$ cat config.mk
export PLATFORM = sky130hd
export DESIGN_NAME = kc_i2c_keyslave
export DESIGN_NICKNAME = d
export VERILOG_FILES = /design/src/rtl/kc_pkg.sv /design/src/rtl/kc_line_filter.sv /design/src/rtl/kc_bus_events.sv /design/src/rtl/kc_xfer_engine.sv /design/src/rtl/kc_i2c_keyslave.sv
export SDC_FILE = /design/constraint.sdc
export NUM_CORES = 1
export LEC_CHECK = 0
export BUFFER_PORTS_ARGS = -buffer_cell sky130_fd_sc_hd__buf_4
export CAP_MARGIN = 20
export CORE_AREA = 3 3 69 71
export CTS_CLUSTER_SIZE = 24
export DETAILED_ROUTE_END_ITERATION = 12
export DIE_AREA = 0 0 72 74
export GPL_ROUTABILITY_DRIVEN = 0
export PLACE_DENSITY = 0.74
export SETUP_SLACK_MARGIN = 0.2
export SKIP_CTS_REPAIR_TIMING = 1
export SYNTH_ARGS = -nofsm -noshare
export SYNTH_HDL_FRONTEND = slang
export SYNTH_SLANG_ARGS = --single-unit
$ cat constraint.sdc
create_clock -name clk -period 3.91 [get_ports clk]
set_input_delay 0.391 -clock clk [delete_from_list [all_inputs] [get_ports clk]]
set_output_delay 0.391 -clock clk [all_outputs]
set_load 0.05 [all_outputs]
$ cat src/rtl/kc_pkg.sv
package kc_pkg;

    typedef enum logic [2:0] {
        ST_IDLE,
        ST_ADDR,
        ST_ADDR_ACK,
        ST_WR_DATA,
        ST_WR_ACK,
        ST_RD_DATA,
        ST_RD_ACK,
        ST_SKIP
    } kc_state_e;

    typedef struct packed {
        kc_state_e   st;
        logic [2:0]  bit_cnt;
        logic        byte_full;
        logic [7:0]  shreg;
        logic [1:0]  byte_idx;
        logic        rw;
        logic        mst_ack;
        logic        wr_done;
        logic        sda_oe;
        logic        adv;
        logic        drv_en;
        logic        pwrdn;
        logic [7:0]  dur_hold;
    } kc_eng_s;

endpackage

$ cat src/rtl/kc_line_filter.sv
module kc_line_filter #(
    parameter int SYNC_LEN = 2,
    parameter int FILT_LEN = 3
) (
    input  logic clk,
    input  logic rst_n,
    input  logic raw_i,
    output logic filt_o
);
    localparam int CW = $clog2(FILT_LEN + 1);

    logic [SYNC_LEN-1:0] sync_d, sync_q;
    logic [CW-1:0]       cnt_d, cnt_q;
    logic                filt_d, filt_q;

    always_comb begin
        sync_d = {sync_q[SYNC_LEN-2:0], raw_i};
        cnt_d  = cnt_q;
        filt_d = filt_q;
        if (sync_q[SYNC_LEN-1] == filt_q) begin
            cnt_d = '0;
        end else if (cnt_q == CW'(FILT_LEN - 1)) begin
            filt_d = sync_q[SYNC_LEN-1];
            cnt_d  = '0;
        end else begin
            cnt_d = cnt_q + CW'(1);
        end
    end

    always_ff @(posedge clk or negedge rst_n) begin
        if (!rst_n) begin
            sync_q <= '1;
            cnt_q  <= '0;
            filt_q <= 1'b1;
        end else begin
            sync_q <= sync_d;
            cnt_q  <= cnt_d;
            filt_q <= filt_d;
        end
    end

    assign filt_o = filt_q;

    AST_FILT_AGREES: assert property (@(posedge clk) disable iff (!rst_n)
        !$stable(filt_q) |-> $past(sync_q[SYNC_LEN-1]) == filt_q) else $error("filter glitch");

endmodule

$ cat src/rtl/kc_bus_events.sv
module kc_bus_events (
    input  logic clk,
    input  logic rst_n,
    input  logic scl_f,
    input  logic sda_f,
    output logic scl_rise,
    output logic scl_fall,
    output logic start_ev,
    output logic stop_ev
);
    logic scl_d, scl_q, sda_d, sda_q;

    always_comb begin
        scl_d = scl_f;
        sda_d = sda_f;
    end

    always_ff @(posedge clk or negedge rst_n) begin
        if (!rst_n) begin
            scl_q <= 1'b1;
            sda_q <= 1'b1;
        end else begin
            scl_q <= scl_d;
            sda_q <= sda_d;
        end
    end

    assign scl_rise = !scl_q && scl_f;
    assign scl_fall = scl_q && !scl_f;
    assign start_ev = scl_q && scl_f && sda_q && !sda_f;
    assign stop_ev  = scl_q && scl_f && !sda_q && sda_f;

endmodule

$ cat src/rtl/kc_xfer_engine.sv
module kc_xfer_engine
    import kc_pkg::*;
#(
    parameter logic [7:0] CHIP_ID = 8'h00,
    parameter logic [4:0] ADDR_HI = 5'b01000
) (
    input  logic       clk,
    input  logic       rst_n,
    input  logic       scl_rise,
    input  logic       scl_fall,
    input  logic       start_ev,
    input  logic       stop_ev,
    input  logic       scl_lvl,
    input  logic       sda_in,
    input  logic [1:0] addr_sel,
    input  logic [7:0] fifo_key,
    input  logic [7:0] fifo_dur,
    input  logic       fifo_empty,
    output logic       sda_oe,
    output logic       fifo_adv,
    output logic       drv_en,
    output logic       pwrdn
);
    localparam logic [1:0] LAST_IDX = 2'd3;

    kc_eng_s    q, n;
    logic [7:0] ld_byte;

    always_comb begin
        n       = q;
        n.adv   = 1'b0;
        ld_byte = 8'h00;
        if (stop_ev) begin
            n.st     = ST_IDLE;
            n.sda_oe = 1'b0;
        end else if (start_ev) begin
            n.st        = ST_ADDR;
            n.bit_cnt   = 3'd0;
            n.byte_full = 1'b0;
            n.wr_done   = 1'b0;
            n.sda_oe    = 1'b0;
        end else begin
            case (q.st)
                ST_ADDR, ST_WR_DATA: begin
                    if (scl_rise) begin
                        n.shreg   = {q.shreg[6:0], sda_in};
                        n.bit_cnt = q.bit_cnt + 3'd1;
                        if (q.bit_cnt == 3'd7) n.byte_full = 1'b1;
                    end else if (scl_fall && q.byte_full) begin
                        n.byte_full = 1'b0;
                        n.bit_cnt   = 3'd0;
                        n.st        = ST_SKIP;
                        if (q.st == ST_ADDR) begin
                            if (q.shreg[7:1] == {ADDR_HI, addr_sel}) begin
                                n.rw     = q.shreg[0];
                                n.sda_oe = 1'b1;
                                n.st     = ST_ADDR_ACK;
                            end
                        end else if (!q.wr_done) begin
                            n.drv_en  = q.shreg[7];
                            n.pwrdn   = q.shreg[6];
                            n.wr_done = 1'b1;
                            n.sda_oe  = 1'b1;
                            n.st      = ST_WR_ACK;
                        end
                    end
                end
                ST_ADDR_ACK: begin
                    if (scl_fall) begin
                        if (q.rw) begin
                            n.byte_idx = 2'd0;
                            n.shreg    = CHIP_ID;
                            n.sda_oe   = !CHIP_ID[7];
                            n.bit_cnt  = 3'd0;
                            n.st       = ST_RD_DATA;
                        end else begin
                            n.sda_oe = 1'b0;
                            n.st     = ST_WR_DATA;
                        end
                    end
                end
                ST_WR_ACK: begin
                    if (scl_fall) begin
                        n.sda_oe = 1'b0;
                        n.st     = ST_WR_DATA;
                    end
                end
                ST_RD_DATA: begin
                    if (scl_fall) begin
                        if (q.bit_cnt == 3'd7) begin
                            n.sda_oe = 1'b0;
                            n.st     = ST_RD_ACK;
                        end else begin
                            n.shreg   = {q.shreg[6:0], 1'b1};
                            n.sda_oe  = !q.shreg[6];
                            n.bit_cnt = q.bit_cnt + 3'd1;
                        end
                    end
                end
                ST_RD_ACK: begin
                    if (scl_rise) begin
                        n.mst_ack = !sda_in;
                        if (!sda_in && q.byte_idx == LAST_IDX) n.adv = 1'b1;
                    end else if (scl_fall) begin
                        if (!q.mst_ack || q.byte_idx == LAST_IDX) begin
                            n.st = ST_SKIP;
                        end else begin
                            case (q.byte_idx)
                                2'd0: ld_byte = {q.drv_en, q.pwrdn, fifo_empty, 5'b00000};
                                2'd1: begin
                                    ld_byte    = fifo_key;
                                    n.dur_hold = fifo_dur;
                                end
                                default: ld_byte = q.dur_hold;
                            endcase
                            n.byte_idx = q.byte_idx + 2'd1;
                            n.bit_cnt  = 3'd0;
                            n.shreg    = ld_byte;
                            n.sda_oe   = !ld_byte[7];
                            n.st       = ST_RD_DATA;
                        end
                    end
                end
                default: ;
            endcase
        end
    end

    always_ff @(posedge clk or negedge rst_n) begin
        if (!rst_n) begin
            q        <= '0;
            q.st     <= ST_IDLE;
            q.drv_en <= 1'b1;
        end else begin
            q <= n;
        end
    end

    assign sda_oe   = q.sda_oe;
    assign fifo_adv = q.adv;
    assign drv_en   = q.drv_en;
    assign pwrdn    = q.pwrdn;

    AST_ACK_ON_MATCH: assert property (@(posedge clk) disable iff (!rst_n)
        ($rose(sda_oe) && $past(q.st) == ST_ADDR) |-> $past(q.shreg[7:1]) == {ADDR_HI, addr_sel}) else $error("ack mismatch");
    AST_CTRL_WRITE_ONLY: assert property (@(posedge clk) disable iff (!rst_n)
        (!$stable(drv_en) || !$stable(pwrdn)) |-> $past(q.st) == ST_WR_DATA) else $error("ctrl changed");
    AST_ADV_PULSE: assert property (@(posedge clk) disable iff (!rst_n)
        fifo_adv |=> !fifo_adv) else $error("adv width");
    AST_ADV_AFTER_DUR: assert property (@(posedge clk) disable iff (!rst_n)
        fifo_adv |-> (q.st == ST_RD_ACK && q.byte_idx == LAST_IDX)) else $error("adv place");
    AST_DRIVE_SCL_LOW: assert property (@(posedge clk) disable iff (!rst_n)
        $rose(sda_oe) |-> !scl_lvl) else $error("sda while scl high");
    AST_STOP_RELEASE: assert property (@(posedge clk) disable iff (!rst_n)
        stop_ev |=> !sda_oe) else $error("held after stop");

endmodule

$ cat src/rtl/kc_i2c_keyslave.sv
module kc_i2c_keyslave #(
    parameter int         SYNC_LEN = 2,
    parameter int         FILT_LEN = 3,
    parameter logic [7:0] CHIP_ID  = 8'h00,
    parameter logic [4:0] ADDR_HI  = 5'b01000
) (
    input  logic       clk,
    input  logic       rst_n,
    input  logic       scl_i,
    input  logic       sda_i,
    output logic       sda_oe,
    input  logic [1:0] addr_sel,
    input  logic [7:0] fifo_key,
    input  logic [7:0] fifo_dur,
    input  logic       fifo_empty,
    output logic       fifo_adv,
    output logic       drive_en,
    output logic       pwrdn_req
);
    localparam int NLINES = 2;

    logic [NLINES-1:0] raw_lines, filt_lines;
    logic scl_rise, scl_fall, start_ev, stop_ev;

    assign raw_lines = {scl_i, sda_i};

    for (genvar g = 0; g < NLINES; g++) begin : g_line
        kc_line_filter #(.SYNC_LEN(SYNC_LEN), .FILT_LEN(FILT_LEN)) u_filt (
            .clk    (clk),
            .rst_n  (rst_n),
            .raw_i  (raw_lines[g]),
            .filt_o (filt_lines[g])
        );
    end

    kc_bus_events u_ev (
        .clk      (clk),
        .rst_n    (rst_n),
        .scl_f    (filt_lines[1]),
        .sda_f    (filt_lines[0]),
        .scl_rise (scl_rise),
        .scl_fall (scl_fall),
        .start_ev (start_ev),
        .stop_ev  (stop_ev)
    );

    kc_xfer_engine #(.CHIP_ID(CHIP_ID), .ADDR_HI(ADDR_HI)) u_eng (
        .clk        (clk),
        .rst_n      (rst_n),
        .scl_rise   (scl_rise),
        .scl_fall   (scl_fall),
        .start_ev   (start_ev),
        .stop_ev    (stop_ev),
        .scl_lvl    (filt_lines[1]),
        .sda_in     (filt_lines[0]),
        .addr_sel   (addr_sel),
        .fifo_key   (fifo_key),
        .fifo_dur   (fifo_dur),
        .fifo_empty (fifo_empty),
        .sda_oe     (sda_oe),
        .fifo_adv   (fifo_adv),
        .drv_en     (drive_en),
        .pwrdn      (pwrdn_req)
    );

endmodule

### Word-level counts from Yosys, hierarchy flattened

Index checks and enable logic that the tools add are counted.

* flip-flop bits (word level): 44
* input bits: 23
* output and inout port bits: 4
* logic and storage cells: 193

* add/subtract/negate cells: 4
* equal/unequal tests: 44
* mux-type cells: 77
* bitwise gates (word level): 8
* reduce and logical (&&, ||, !) cells: 39

Operators with widths (number)
* 2-to-1 mux 8 bit: 14
* 2-to-1 mux 10 bit: 5
* one-hot mux 8 bit (4 select lines): 1
* 2-to-1 mux 3 bit: 10
* 2-to-1 mux 2 bit: 14
* inequality test 4 x 3 -> 1 bit (second input constant): 7
* 2-to-1 mux 6 bit: 4
* 2-to-1 mux 11 bit: 2
* AND reduction 11 bit: 2
* AND reduction 7 bit: 3
* 2-to-1 mux 1 bit: 19
* one-hot mux 8 bit (2 select lines): 1
* one-hot mux 3 bit (5 select lines): 1
* 2-to-1 mux 7 bit: 2
* == test 3 bit (second input constant): 4
* inequality test 3 x 2 -> 1 bit (second input constant): 4
* inequality test 4 bit (second input constant): 3
* one-hot mux 3 bit (4 select lines): 1
* inequality test 2 x 1 -> 1 bit (second input constant): 5
* inequality test 2 bit (second input constant): 5
* inequality test 5 bit (second input constant): 2
* AND reduction 10 bit: 1
* logical AND 1 bit: 9
* inequality test 3 bit (second input constant): 3
* other kinds (27): 50

### Longest topological paths before layout

* depth after elaboration: 15
* mapped depth: 8
* depth with buffers taken out: 8

### Cells and area by module

Synthesis repeated with hierarchy kept, for this count alone.

* cells, all modules: 229
* area total of the unflattened synthesis: 2526.2 µm²

By module, submodules not included
* kc_xfer_engine: instances 1, cells each 203, area an instance 2083.2 µm², sequential area each 802.0 µm²
* kc_line_filter: instances 2, cells each 10, area an instance 178.9 µm², sequential area each 128.9 µm²
* kc_bus_events: instances 1, cells each 6, area an instance 85.1 µm², sequential area each 52.6 µm²

### Least setup slack after synthesis

Ideal clock, no wire load.

* kind: register to register
* start: reg u_eng.q[21] (netlist bit)
* end: reg u_eng.q, in the netlist u_eng.sda_oe
* setup time: 0.101 ns
* data arrival time: 1.756 ns
* required time: 3.809 ns
* path slack: 2.053 ns
* stages on the path, launching flop included: 6
* buffers on the path: 0
* period minus slack after synthesis: 1.857 ns
* cells stage by stage: dfrtp_1 > or4b_4 > nor4_4 > nand2_2 > a41o_1 > o32ai_1

* word-level cells in the longest chain between the ends: 3

RTL lines
* start: declaration: line kc_xfer_engine.sv:26 `kc_eng_s q, n;`
* start signal: assignment: line kc_xfer_engine.sv:135 `q <= n;`
* == test 7 x 6 -> 1 bit: line kc_xfer_engine.sv:54 `if (q.shreg[7:1] == {ADDR_HI, addr_sel}) begin`
* inequality test 5 bit (no line)
* AND reduction 11 bit (no line)

Every way passes these cells.
A chain may end at the register's enable or synchronous reset.

### Worst setup path in the final report

* start: reg u_ev.scl_q
* end: reg u_eng.q[29] (netlist bit)

* word-level cells in the longest chain between the ends: 5
* elaborated cells on any way between the ends: 21
* those cells by class: eq/ne: 8; mux: 2; reduce/logical: 11

RTL lines
* start: declaration: line kc_bus_events.sv:11 `logic scl_d, scl_q, sda_d, sda_q;`
* start signal: assignment: line kc_bus_events.sv:23 `scl_q <= scl_d;`
* logical AND 1 bit: line kc_bus_events.sv:30, kc_bus_events.sv:31
* logical AND 1 bit, on equally long branches (2 in a row): line kc_bus_events.sv:30, kc_bus_events.sv:31
* inequality test 4 x 3 -> 1 bit (no line), or another cell as far along
* AND reduction 9 bit (no line) / 2-to-1 mux 3 bit (equally long branches)

Several ways; a longest one is shown, not always the timed one.

==> results.toml <==
[status]
status = "finished, final reports clean"

[final_layout]
antenna_cells = 0
area_growth_pct = 10.5
design_area_mm2 = 0.00266
drive_gt1_frac = 0.247
final_cell_mix = "35 x dfrtp_1, 31 x a21oi_1, 29 x nor2_1"
multiInputGateArea_mm2 = 0.00114
fin_util = 0.618
fillers = 362
nets = 294
seq_area_mm2 = 0.00111
final_common_cell = "dfrtp_1"

[pwr]
cellPowerDensity_mw_per_mm2 = 711
worst_ir_drop_vdd_uv = 367
p_leak_nw = 1.14

[worst_hold_path]
hp-class = "input port to async pin"

[grt]
grt_pass1_wl_um = 8560
antenna_found_initial = 0
grt_max_degree = 45
grt_pass1_vias = 1826
grtUsageTotal = 0.205
grt_overflow_total = 0

[detailed_routing]
drtPass1Iterations = 4
avgViaCountPerCell = 5.93
drt_iter0_markers = 202
ant_nets = 0
via_count = 1891
avgRoutedWirePerCell_um = 15.5
routed_wl_um = 4940
drc = 0

[logic_synthesis]
netlist_instances = 245
synth-seq-area-share = 0.463
async_flop_share = 1.00
yosysTopAreaCell = "dfrtp_1"
syn-num-nets = 273
yosysWarnings = 0
synth_seq_cells = 44
synth_ff_type = "dfrtp_1"
ys_types = 51
syn_avg_cell_area_um2 = 9.81
syn_area_mm2 = 0.00240
synth_area_leaders = "dfrtp_1 36%, dfstp_2 9.8%, a21oi_1 6.5%"
synth_edf_count = 0
netlist.area_leader.share = 0.365

[clock_tree]
worstSkewPairLatency_ps = 300
clk_pin_slew_ps = 80
clock-root-buffer = "clkbuf_8"
cts_num_sinks = 44
cts_buffers = 5
cts_max_path_buffers = 2
tritoncts = "done"
htree_levels = 2

[timing]
layout_min_cycle_time_ps = 2470
setup_viol_count_final = 0
tns_ps = 0
skew_ps = 8.74
min_period_over_period = 0.631
slew_viol_final = 0
relSlewSlack = 0.548
finalHoldViolCount = 0
holdWs_ps = 68.5
rsz0062_at_grt = "false"
timing.final.ws_setup_ps = 1440
worst_pin_slew_ps = 676
max_freq_ghz = 0.405

[floorplan]
initial_core_util = 0.559
io_pins = 27
dieArea_mm2 = 0.00533
row_count = 24
die_y_um = 74
core_area_mm2 = 0.00429
die_w_um = 72

[setup_path]
start_kind = "flop"
reg2regPathDepth = 6
cp-end-kind = "flop"
crit_fanout = 11
crit_start = "u_ev.scl_q$_DFF_PN1_"
cp_data_arrival_time_ps = 2630
r2r_slack_ps = 1440
crit_chain = "nor2b_1, nand3_1, o2111ai_1, o211ai_1, nor4_1, a221oi_1"
path_class = "flop to flop"
r2r-start = "u_ev.scl_q$_DFF_PN1_"
critPathMaxStageDelay_ps = 620
rr_endpoint = "u_eng.q[29]$_DFFE_PN0P_"
cp.required_ps = 4070
cp_slowest_cell = "dfstp_2"

[placed_design]
placed_area_mm2 = 0.00255
portBuffers = 26
dp_slack_ps = 1470
dp_hpwl_um = 3540

[run]
max-cap-violations = 0
## cells in the mapped netlist, types with 2 or more instances
cell type,number
a21oi_1,31
a221oi_1,2
a22oi_1,5
a31oi_1,2
buf_2,2
clkbuf_1,3
clkbuf_8,6
dfrtp_1,35
dfstp_2,9
ha_1,5
inv_1,8
mux2_2,13
mux2i_1,2
nand2_1,21
nand2b_1,2
nand3_1,5
nor2_1,29
nor2b_1,6
nor3_1,4
nor3b_1,4
o211ai_1,2
o21ai_0,11
o22ai_1,4
o31ai_1,2
or2_2,2
or2b_2,2
xnor2_1,2
xor2_1,3
## area by class of cell
type / count / share of cell area
multi-input combinational: 181 / 0.431
sequential: 44 / 0.419
timing repair buffer: 26 / 0.0735
clock buffer: 6 / 0.0273
tap: 52 / 0.0245
clock inverter: 2 / 0.0132
inverter: 8 / 0.0113
## power by group
part	total, mW	switching [mW]	internal [mW]
combinational	0.767	0.450	0.317
clock	0.342	0.153	0.190
sequential	0.778	0.184	0.593
## kinds of logic (layout without fill, tap and decap cells)
family                   Yosys count  after routing  synth area share
AND/OR/NAND/NOR                   86             86             0.185
AO/OA/AOI/OAI                     70             70             0.178
flip-flops                        44             44             0.463
buffers and inverters             20             42            0.0604
multiplexers                      15             15            0.0693
XOR/XNOR                           5              5            0.0182
adder cells (fa/ha/maj)            5              5            0.0260
## metrics by stage
stage / std cells / total power [mW]
final: 319 / 1.89
after global routing: 319 / 2.04
after CTS: 319 / 1.88
after detailed placement: 311 / 1.54
after global placement: 311 / 1.52
after floorplan: 245 / 1.43
## registers in the layout (all words and copies together) (netlist names)
name,count
u_eng.q,28
g_line.u_filt.cnt_q,4
g_line.u_filt.sync_q,4
g_line.u_filt.filt_o,2
u_eng.drv_en,1
u_eng.fifo_adv,1
u_eng.pwrdn,1
u_eng.sda_oe,1
u_ev.scl_q,1
u_ev.sda_q,1
## per-layer routing
| layer | GRT usage | up-vias | routed length (um) |
|---|---|---|---|
| met5 | 0 | - | 0 |
| met4 | 0.0626 | 0 | 69 |
| met3 | 0.0405 | 7 | 250 |
| met2 | 0.310 | 60 | 2350 |
| met1 | 0.300 | 915 | 2270 |
| li1 | - | 909 | - |
## critical path, delay by kind of cell (launching register included)
| family | cells | cell delay (ps) |
|---|---|---|
| AOI/OAI and AO/OA | 3 | 510 |
| DFF | 1 | 620 |
| and+or+nand+nor | 3 | 1210 |
## how the worst max path moves through the flow
stage | to | slack (ps) | cells past startpoint
global route | u_eng.q[29]$_DFFE_PN0P_ | 1260 | 6
floorplan | u_eng.sda_oe$_DFFE_PN0P_ | 2050 | 5
CTS | u_eng.q[29]$_DFFE_PN0P_ | 1500 | 6
finish | u_eng.q[29]$_DFFE_PN0P_ | 1440 | 6
detailed placement | u_eng.q[29]$_DFFE_PN0P_ | 1470 | 6
global placement | u_eng.q[29]$_DFFE_PN0P_ | 1650 | 6
Note: power is estimated with default switching activity, not from simulation.
